**config.mk**
```make
export PLATFORM = sky130hd
export DESIGN_NAME = tsdm_bin2tern
export DESIGN_NICKNAME = d
export VERILOG_FILES = /design/src/rtl/tsdm_pkg.sv /design/src/rtl/tern_carry_adder.sv /design/src/rtl/tsdm_ctrl.sv /design/src/rtl/tsdm_datapath.sv /design/src/rtl/tsdm_bin2tern.sv
export SDC_FILE = /design/constraint.sdc
export NUM_CORES = 1
export LEC_CHECK = 0
export BUFFER_PORTS_ARGS = -buffer_cell sky130_fd_sc_hd__buf_4
export CAP_MARGIN = 20
export CELL_PAD_IN_SITES_DETAIL_PLACEMENT = 2
export CELL_PAD_IN_SITES_GLOBAL_PLACEMENT = 2
export CORE_AREA = 2 2 52 54
export CTS_BUF_LIST = sky130_fd_sc_hd__clkbuf_16
export DETAILED_ROUTE_END_ITERATION = 16
export DIE_AREA = 0 0 54 56
export GPL_TIMING_DRIVEN = 1
export PLACE_DENSITY_LB_ADDON = 0.1
export SYNTH_ARGS = -nofsm -noshare
export SYNTH_HDL_FRONTEND = slang
export SYNTH_HIERARCHICAL = 1
export SYNTH_SLANG_ARGS = --single-unit
export TNS_END_PERCENT = 20
```
**constraint.sdc**
```tcl
create_clock -name clk -period 13.2 [get_ports clk]
set_input_delay 0 -clock clk [delete_from_list [all_inputs] [get_ports clk]]
set_output_delay 0 -clock clk [all_outputs]
set_load 0.02 [all_outputs]
```
**src/rtl/tsdm_pkg.sv**
```systemverilog
package tsdm_pkg;
  localparam int TRIT_W = 2;
  localparam int WIDE_W = TRIT_W + 1;

  typedef logic signed [TRIT_W-1:0] trit_t;
  typedef logic signed [WIDE_W-1:0] wide_t;

  localparam trit_t TRIT_POS  = 2'sb01;
  localparam trit_t TRIT_ZERO = 2'sb00;
  localparam trit_t TRIT_NEG  = 2'sb11;

  typedef struct packed {
    logic advance;
    logic clear;
  } strobe_t;

  function automatic wide_t widen(input trit_t t);
    return {t[TRIT_W-1], t};
  endfunction

  function automatic trit_t signOf(input wide_t v);
    if (v > 0) return TRIT_POS;
    else if (v < 0) return TRIT_NEG;
    else return TRIT_ZERO;
  endfunction
endpackage

```
**src/rtl/tern_carry_adder.sv**
```systemverilog
module tern_carry_adder
  import tsdm_pkg::*;
(
  input  trit_t opA,
  input  trit_t opB,
  input  trit_t carryIn,
  output trit_t sumOut,
  output trit_t carryOut
);
  wide_t rawSum;
  trit_t firstSum;
  wide_t spillA;
  wide_t withCarry;
  wide_t spillB;

  always_comb begin
    rawSum    = widen(opA) + widen(opB);
    firstSum  = signOf(rawSum);
    spillA    = rawSum - widen(firstSum);
    withCarry = widen(firstSum) + widen(carryIn);
    sumOut    = signOf(withCarry);
    spillB    = withCarry - widen(sumOut);
    carryOut  = signOf(spillA + spillB);
  end
endmodule

```
**src/rtl/tsdm_ctrl.sv**
```systemverilog
module tsdm_ctrl
  import tsdm_pkg::*;
(
  input  logic    rst,
  input  logic    en,
  output strobe_t strobes
);
  always_comb begin
    strobes.clear   = rst;
    strobes.advance = en & ~rst;
  end
endmodule

```
**src/rtl/tsdm_datapath.sv**
```systemverilog
module tsdm_datapath
  import tsdm_pkg::*;
(
  input  logic    clk,
  input  strobe_t strobes,
  input  logic    inBit,
  output trit_t   outTrit
);
  trit_t prevOut;
  trit_t diffCarry;
  trit_t intCarry;
  trit_t inTrit;
  trit_t negPrev;
  trit_t diffSum;
  trit_t diffCarryNext;
  trit_t intSum;
  trit_t intCarryNext;

  always_comb begin
    inTrit  = inBit ? TRIT_POS : TRIT_NEG;
    negPrev = -prevOut;
  end

  tern_carry_adder u_diff (
    .opA(inTrit), .opB(negPrev), .carryIn(diffCarry),
    .sumOut(diffSum), .carryOut(diffCarryNext)
  );

  tern_carry_adder u_integ (
    .opA(diffSum), .opB(prevOut), .carryIn(intCarry),
    .sumOut(intSum), .carryOut(intCarryNext)
  );

  always_ff @(posedge clk) begin
    if (strobes.clear) begin
      prevOut   <= TRIT_ZERO;
      diffCarry <= TRIT_ZERO;
      intCarry  <= TRIT_ZERO;
    end else if (strobes.advance) begin
      prevOut   <= intSum;
      diffCarry <= diffCarryNext;
      intCarry  <= intCarryNext;
    end
  end

  assign outTrit = prevOut;
endmodule

```
**src/rtl/tsdm_bin2tern.sv**
```systemverilog
module tsdm_bin2tern
  import tsdm_pkg::*;
(
  input  logic       clk,
  input  logic       rst,
  input  logic       en,
  input  logic       inBit,
  output logic [1:0] tritOut
);
  strobe_t strobes;
  trit_t   outTrit;

  tsdm_ctrl u_ctrl (.rst(rst), .en(en), .strobes(strobes));

  tsdm_datapath u_dp (
    .clk(clk), .strobes(strobes), .inBit(inBit), .outTrit(outTrit)
  );

  assign tritOut = outTrit;
endmodule

```
## Yosys cells after proc, flatten, opt, wreduce, memory -nomap -nowiden

Index checks and enable logic that the tools add are counted.

| word-level totals | value |
|---|---|
| logic and storage cells | 41 |
| register bits | 6 |
| output and inout port bits | 2 |
| input port bits | 4 |
| memories kept | 0 |
| bits in read-only memories | 0 |
| latch bits | 0 |
| RAM bits | 0 |

| cells by class | value |
|---|---|
| $lt $le $gt $ge | 12 |
| reduce and logical (&&, ||, !) cells | 0 |
| equal/unequal tests | 0 |
| multiplexer cells | 13 |
| bitwise logic cells | 2 |
| $add $sub $neg | 11 |
| shift-type cells | 0 |
| divide/modulo/power cells | 0 |
| $mul | 0 |

Operators with widths:

| operator | number |
|---|---|
| two-way mux 2 bit | 13 |
| > comparator 3 x 1 -> 1 bit, second input constant | 6 |
| < comparator 3 x 1 -> 1 bit, second input constant | 6 |
| adder 2 x 2 -> 3 bit | 4 |
| subtractor 3 x 2 -> 3 bit | 4 |
| adder 3 bit | 2 |
| negation 2 bit | 1 |
| bitwise AND 1 bit | 1 |
| inverter 1 bit | 1 |

## Depth between registers and ports, before layout

Gate-level depths: netlist of the first run.

| depth | value |
|---|---|
| word-level depth | 22 |
| mapped depth | 27 |
| depth with buffers taken out | 27 |

## Modules after synthesis

The synthesis of the first run kept the hierarchy.

By module, submodules not included:

| module | area an instance (um2) | cells each | instances | seq. area each (um2) |
|---|---|---|---|---|
| tern_carry_adder | 335.3 | 34 | 2 | 0.0 |
| tsdm_datapath | 237.7 | 23 | 1 | 120.1 |
| tsdm_ctrl | 21.3 | 2 | 1 | 0.0 |

## Least setup slack after synthesis of the first run

Ideal clock, no wire load.

| timing | value |
|---|---|
| path kind | flip-flop to flip-flop |
| start point | register u_dp.prevOut[1] (netlist: u_dp/outTrit[1]) |
| end point | register u_dp.intCarry[0] |
| cell stages (with the launch flop) | 28 |
| slack | 6.836 ns |
| required time | 13.086 ns |
| clock period less this slack | 6.364 ns |
| buffers on the path | 0 |
| library setup time | 0.114 ns |
| arrival time | 6.250 ns |
| cell sequence | dfxtp_1 > xor2_1 > inv_1 > fa_1 > nand3_1 > ha_1 > inv_1 > fa_1 > nand3_1 > ha_1 > inv_1 > fa_1 > nand3_1 > ha_1 > inv_1 > fa_1 > nand3_1 > fa_1 > fa_1 > inv_1 > ha_1 > inv_1 > fa_1 > xnor2_1 > and3b_1 > mux2i_1 > mux2i_1 > nor2_1 |

| between the ends | value |
|---|---|
| word-level cells in the longest chain between the ends | 22 |
| elaborated cells between the ends (all ways) | 28 |
| those cells by class | 8 x add/sub; 10 x order compare; 10 x mux |

RTL lines:

| what | RTL line | RTL |
|---|---|---|
| from (decl) | tsdm_datapath.sv:9 | `trit_t prevOut;` |
| from (signal assigned) | tsdm_datapath.sv:40 | `prevOut <= intSum;` |
| negation 2 bit (*) | tsdm_datapath.sv:21 | `negPrev = -prevOut;` |
| via u_dp.negPrev[1] | tsdm_datapath.sv:13 | `trit_t negPrev;` |
| adder 2 x 2 -> 3 bit (*) | tern_carry_adder.sv:17 | `rawSum = widen(opA) + widen(opB);` |
| < comparator 3 x 1 -> 1 bit | tsdm_pkg.sv:23 | `else if (v < 0) return TRIT_NEG;` |
| two-way mux 2 bit | tsdm_pkg.sv:23 |  |
| two-way mux 2 bit (*) | tsdm_pkg.sv:22 | `if (v > 0) return TRIT_POS;` |
| adder 2 x 2 -> 3 bit (*) | tern_carry_adder.sv:20 | `withCarry = widen(firstSum) + widen(carryIn);` |
| < comparator 3 x 1 -> 1 bit | tsdm_pkg.sv:23 |  |
| (+2 left out) | n/a |  |
| via u_dp.diffSum[0] | tsdm_datapath.sv:14 | `trit_t diffSum;` |
| (+7 left out) | n/a |  |
| two-way mux 2 bit (*) | tsdm_pkg.sv:22 |  |
| via u_dp.intSum[0] | tsdm_datapath.sv:16 | `trit_t intSum;` |
| subtractor 3 x 2 -> 3 bit (*) | tern_carry_adder.sv:22 | `spillB = withCarry - widen(sumOut);` |
| adder 3 bit (*) | tern_carry_adder.sv:23 | `carryOut = signOf(spillA + spillB);` |
| < comparator 3 x 1 -> 1 bit | tsdm_pkg.sv:23 |  |
| two-way mux 2 bit | tsdm_pkg.sv:23 |  |
| two-way mux 2 bit (*) | tsdm_pkg.sv:22 |  |
| via u_dp.intCarryNext[0] | tsdm_datapath.sv:17 | `trit_t intCarryNext;` |
| to (signal assigned) | tsdm_datapath.sv:42 | `intCarry <= intCarryNext;` |
| to (decl) | tsdm_datapath.sv:11 | `trit_t intCarry;` |

Mark *: on every way through the listed nets, which the timed path passes. The rest lies on a longest branch.
A chain may end at the register's enable or synchronous reset.

## Worst setup path in the final report of the first run

| timing | value |
|---|---|
| start point | register u_dp.prevOut[0] (netlist: u_dp/outTrit[0]) |
| end point | register u_dp.intCarry[0] |

Same word-level chain as after synthesis.

==> results of run 1 <==
[cell usage in the layout, fill, tap and decap left out]
cell type  instances
dfxtp_1            6
and3b_1            2
nor2b_4            1
clkbuf_16          3
nand3_1            4
nor3b_1            2
xnor2_1           10
inv_1             25
buf_4              5
ha_1               8
conb_1             1
nor2_1             6
xor2_1             1
mux2i_1            8
fa_1              16
[metal layers]
metal	wire length, µm	share of wire, %
met5	0	0
met4	0	0
met3	66	4.0
met2	796	49
met1	769	47
[Yosys cell counts (all sizes together)]
cell   number
and3b       2
buf         3
conb        1
dfxtp       6
fa         16
ha          8
inv        25
mux2i       8
nand3       4
nor2        6
nor2b       1
nor3b       2
xnor2      10
xor2        1
[area by class of cell]
| cell class | count | area, µm² |
|---|---|---|
| tap | 30 | 37.5 |
| fill | 272 | 1380 |
| sequential | 6 | 120 |
| multi-input combinational | 59 | 689 |
| inverter | 25 | 93.8 |
| timing repair buffer | 5 | 37.5 |
| clock buffer | 3 | 75.1 |
[kinds of logic after synthesis]
kind of cell  count (synthesis)
buf+inv                      28
fa+ha+maj                    24
simple gates                 15
xor+xnor                     11
mux                           8
flops                         6
other cells                   1
[metrics by stage]
step / setup slack, ns / cells
2_1_floorplan: 6.84 / 93
3_3_place_gp: 6.51 / 125
3_5_place_dp: 6.39 / 125
4_1_cts: 6.34 / 128
5_1_grt: 5.98 / 128
6_report: 6.48 / 128
[how the worst min path moves through the flow]
stage | cells after the start | end | from | slack (ns)
after detailed placement | 2 | u_dp/diffCarry[1] | rst | 0.25
after CTS | 2 | u_dp/diffCarry[1] | rst | 0.01
after global routing | 2 | u_dp/diffCarry[1] | rst | 0.03
final | 2 | u_dp/intCarry[1] | rst | 0.01
after floorplan | 2 | u_dp/diffCarry[0] | rst | 0.20
after global placement | 2 | u_dp/diffCarry[0] | rst | 0.25
[state kept, by name, indices dropped and copies added, names as in the netlist]
register        cells
u_dp/diffCarry      2
u_dp/outTrit        2
u_dp/intCarry       2
[critical path: stages (launching register included)]
cell and delay [ns]:
dfxtp_1 0.40, xor2_1 0.16, inv_1 0.10, fa_1 0.52, nand3_1 0.18, ha_1 0.21, inv_1 0.07, fa_1 0.54
nand3_1 0.16, ha_1 0.27, inv_1 0.07, fa_1 0.46, nand3_1 0.17, ha_1 0.21, inv_1 0.06, fa_1 0.53
nand3_1 0.15, fa_1 0.57, fa_1 0.41, inv_1 0.06, ha_1 0.13, inv_1 0.05, fa_1 0.37, xnor2_1 0.30
and3b_1 0.21, mux2i_1 0.07, mux2i_1 0.14, nor2_1 0.05
==> results.md, run 1 <==
- Global routing usage on met1: 18.6%
- Post-synthesis mux area share: 8.61%
- H-tree levels: 1
- Arrival time worst endpoint: 6.83 ns
- Worst min path class: in2reg
- WHS: 0.0127 ns
- Setup crit end kind: register
- Die span in x: 54 µm
- Main combinational cell family by area after synthesis: adder cells
- Drt drc: 0
- Total GRT Usage: 13.3%
- Num rows: 18
- Critical Path Fanout Max: 5
- Sequential element share of the synthesized area: 12.9%
- Max cap viols: 0
- Synth top area share: 34.5%
- Synth top area cells: fa_1 (34%), dfxtp_1 (13%), ha_1 (11%)
- RSZ-0062 raised after global routing: false
- Tcrit/Tclk final: 50.9%
- CTS Buffer Depth: 2
- Min cycle time layout: 6.72 ns
- Post-synthesis adder-cell area fraction: 45.2%
- Setup Crit Path Kind: reg2reg
- Initial antenna violation count: 0
- Status: completed
- Post-Syn Area: 930 µm²
- I/O pin count: 6
- Starting DRC count in detailed routing: 3
- M2 GR Usage: 20.0%
- Cell count after synthesis: 93
- Post-route setup TNS: 0 ns
- Fmax: 0.149 GHz
- CTS tree: yes
- RR Endpoint: u_dp/intCarry[0]
- GPL Wtd Cong: 0.757
- Worst-path clk slew: 0.03 ns
- Vias in the first global route: 637
- DIE HEIGHT: 56 µm
- Core footprint: 2430 µm²
- Port bufs: 5
- Post-synth net total: 121
- Cell variety after synth: 15
- Vias: 584
- Synth Area in Compound Gates: 0%
- # Post-CTS Setup Buffers: 0
- Worst-Skew Late Latency: 0.22 ns
- Die Area: 3020 µm²
- Final HPWL DP: 1.46 mm
- Post-DP Area: 978 µm²
- Max Slew Vio Count: 0
- R2r setup slk: 6.48 ns
- Vias/cell: 4.56
- Simple-gate share of the synthesized area: 9.56%
- Setup Viol. Count Final: 0
- FF+latch count, synth: 6
- Largest net degree at the start of global routing: 8
- DRT antenna net count: 0
- Worst setup path end: u_dp/intCarry[0]
- Post-Syn Area per Cell: 10.0 µm²
- Post-route cell area: 1050 µm²
- Hold buffers post-CTS: 0
- Total wire length: 1.63 mm
- WP data required: 13.32 ns
- Root Buffer: clkbuf_16
- ANT cells: 0
- Initial core utilization: 38.2%
- Fin nets: 128
- TritonCTS buffer count: 3
- Final Hold Fails: 0
- Met3 GRT Util: 4.57%
- Grt ovf: 0
- Clock Sinks: 6
- Synth area leader: fa_1
- Layout cells sized above 1: 9.18%
- Critical Path Start: u_dp/outTrit[0]
- PostCTS Resize Cnt: 0
- DR pass1 iterations: 2
- Xor/xnor share of the synthesized area: 10.4%
- Fin util: 43.3%
- Fin Clk Skew: 0.000347 ns
- First-pass GRT wire length: 2.87 mm
- Routed len/inst: 12.8 µm
- Setup crit start kind: register
- R2R cell count: 27
- Most Crowded Layer GR: met2
- Yosys warnings: 6
- Syn-to-layout area delta: 13.3%
- Reg-to-Reg Start: u_dp/outTrit[0]
Power of run 1 is left out: the tool's default activity adds up to more than one toggle a clock period on the data nets, which glitch-free logic cannot reach.
==> inputs of run 2 (changes only) <==
CORE_AREA = 2 2 55 57   (was 2 2 52 54)
DIE_AREA = 0 0 57 59   (was 0 0 54 56)
clock period = 5.7 ns   (was 13.2 ns; I/O delays follow)
==> results.md, run 2 (synthesis gave the netlist of run 1 again) <==
- Status: finished with violations
- Failing checks: negative setup slack
- First-pass GRT wire length: 4.32 mm (+50%)
- Drt drc: 0 (unchanged)
- WP data required: 5.86 ns (-7.46 ns)
- Die Area: 3360 µm² (+11%)
- Worst min path class: in2reg
- Root Buffer: clkbuf_16
- Num rows: 19 (+1)
- Fin Clk Skew: 0.000618 ns (+0.000271 ns)
- Setup Viol. Count Final: 2 (+2)
- Syn-to-layout area delta: 47.8%
- Layout cells sized above 1: 42.9% (+34 points)
- ANT cells: 0 (unchanged)
- Final worst slack: -0.375 ns (-6.86 ns)
- Post-DP Area: 1250 µm² (+28%)
- Initial antenna violation count: 0 (unchanged)
- Fin nets: 156 (+22%)
- Tcrit/Tclk final: 107% (+56 points)
- Initial core utilization: 34.3% (-3.9 points)
- TritonCTS buffer count: 3 (unchanged)
- I/O pin count: 6 (unchanged)
- Routed len/inst: 15.0 µm (+18%)
- Setup Crit Path Kind: reg2reg
- Final Hold Fails: 0 (unchanged)
- CTS Buffer Depth: 2 (unchanged)
- Port bufs: 5 (unchanged)
- Arrival time worst endpoint: 6.23 ns (-0.60 ns)
- DRT antenna net count: 0 (unchanged)
- Critical Path Fanout Max: 4 (-1)
- Min cycle time layout: 6.07 ns (-0.642 ns)
- RSZ-0062 raised after global routing: true
- CTS tree: yes
- Grt ovf: 0 (unchanged)
- Worst-Skew Late Latency: 0.22 ns (about the same)
- Max Slew Vio Count: 0 (unchanged)
- GPL Wtd Cong: 0.781 (+3.3%)
- Most frequent cells in the layout: buf_4 (33), inv_1 (24), fa_1 (13)
- Die span in x: 57 µm (+5.6%)
- Starting DRC count in detailed routing: 11 (+8)
- Post-route cell area: 1370 µm² (+30%)
- Vias/cell: 4.49 (-1.6%)
- Total GRT Usage: 17.7% (+4.4 points)
- DR pass1 iterations: 4 (+2)
- Fmax: 0.165 GHz (+11%)
- Clock Sinks: 6 (unchanged)
- Commonest non-fill, non-tap cell in the layout: buf_4
- Worst-path clk slew: 0.03 ns (about the same)
- Max cap viols: 0 (unchanged)
- Largest net degree at the start of global routing: 8 (unchanged)
- DIE HEIGHT: 59 µm (+5.4%)
- Hold buffers post-CTS: 0 (unchanged)
- Vias: 705 (+21%)
- Final HPWL DP: 1.81 mm (+24%)
- Vias in the first global route: 881 (+38%)
- Core footprint: 2710 µm² (+11%)
- H-tree levels: 1 (unchanged)
- Total wire length: 2.36 mm (+45%)
- Setup crit end kind: register
- Setup crit start kind: register
-- run 2: cell types whose count changed in the layout (fill, tap and decap cells not counted), sizes merged --
| cell | before | now |
|---|---|---|
| buf | 5 | 33 |
-- run 2: layout make-up --
class,count,area [µm²]
Clock buffer,3,75.1
Fill cell,276,1340
Inverter,25,93.8
Multi-Input combinational cell,59,791
Sequential cell,6,128
Tap cell,31,38.8
Timing Repair Buffer,33,248
-- run 2: final timing paths --
kind | endpoint | cells after the start | start | slack [ns]
worst max-delay path | u_dp/intCarry[1] | 27 | u_dp/outTrit[0] | -0.37
worst min-delay path | u_dp/outTrit[1] | 2 | rst | 0.003
worst max register to register | u_dp/intCarry[1] | 27 | u_dp/outTrit[0] | -0.37
worst min register to register | u_dp/intCarry[1] | 2 | u_dp/intCarry[1] | 0.52
-- run 2: per-stage QoR --
| step | setup slack (ns) | TNS [ns] | util (%) | cells | hold slack, ns |
|---|---|---|---|---|---|
| final | -0.375 | -0.731 | 50.7 | 157 | 0.00346 |
| after detailed placement | -0.529 | -1.05 | 46.3 | 150 | 0.233 |
| after CTS | -0.443 | -0.841 | 50.6 | 157 | 0.00867 |
| after global placement | -0.307 | -0.595 | 46.3 | 150 | 0.226 |
| after floorplan | -0.295 | -0.451 | - | 93 | 0.186 |
| after global routing | -0.711 | -1.41 | 50.7 | 157 | 0.0172 |
-- run 2: metal layers --
metal,part of all wire (%),vias to the layer above,GRT usage [%]
li1,-,335,-
met3,1.7,4,1.31
met2,54,10,33.5
met1,43,356,21.1
met4,1.3,0,5.98
met5,0,-,0
-- run 2: worst max-delay path, stage by stage (launching register included) --
cell and delay [ns]:
dfxtp_4 0.37, xor2_1 0.15, inv_1 0.09, fa_2 0.57, nand3_4 0.09, ha_4 0.17, inv_1 0.07, fa_1 0.45
nand3_2 0.11, ha_4 0.15, inv_2 0.04, fa_1 0.49, nand3_2 0.12, ha_4 0.14, inv_1 0.06, fa_1 0.54
nand3_2 0.09, fa_1 0.51, fa_1 0.41, inv_1 0.06, ha_1 0.13, inv_1 0.05, fa_2 0.35, xnor2_2 0.16
buf_4 0.14, xnor2_1 0.26, mux2i_1 0.12, nor2_1 0.10
-- run 2: repair_timing --
item	4_1_cts	5_1_grt
setup buffers	4	0
pin swaps	9	1
setup endpoints to repair	2	2
gates resized for setup	2	2
Power of run 2 is left out for the same reason.
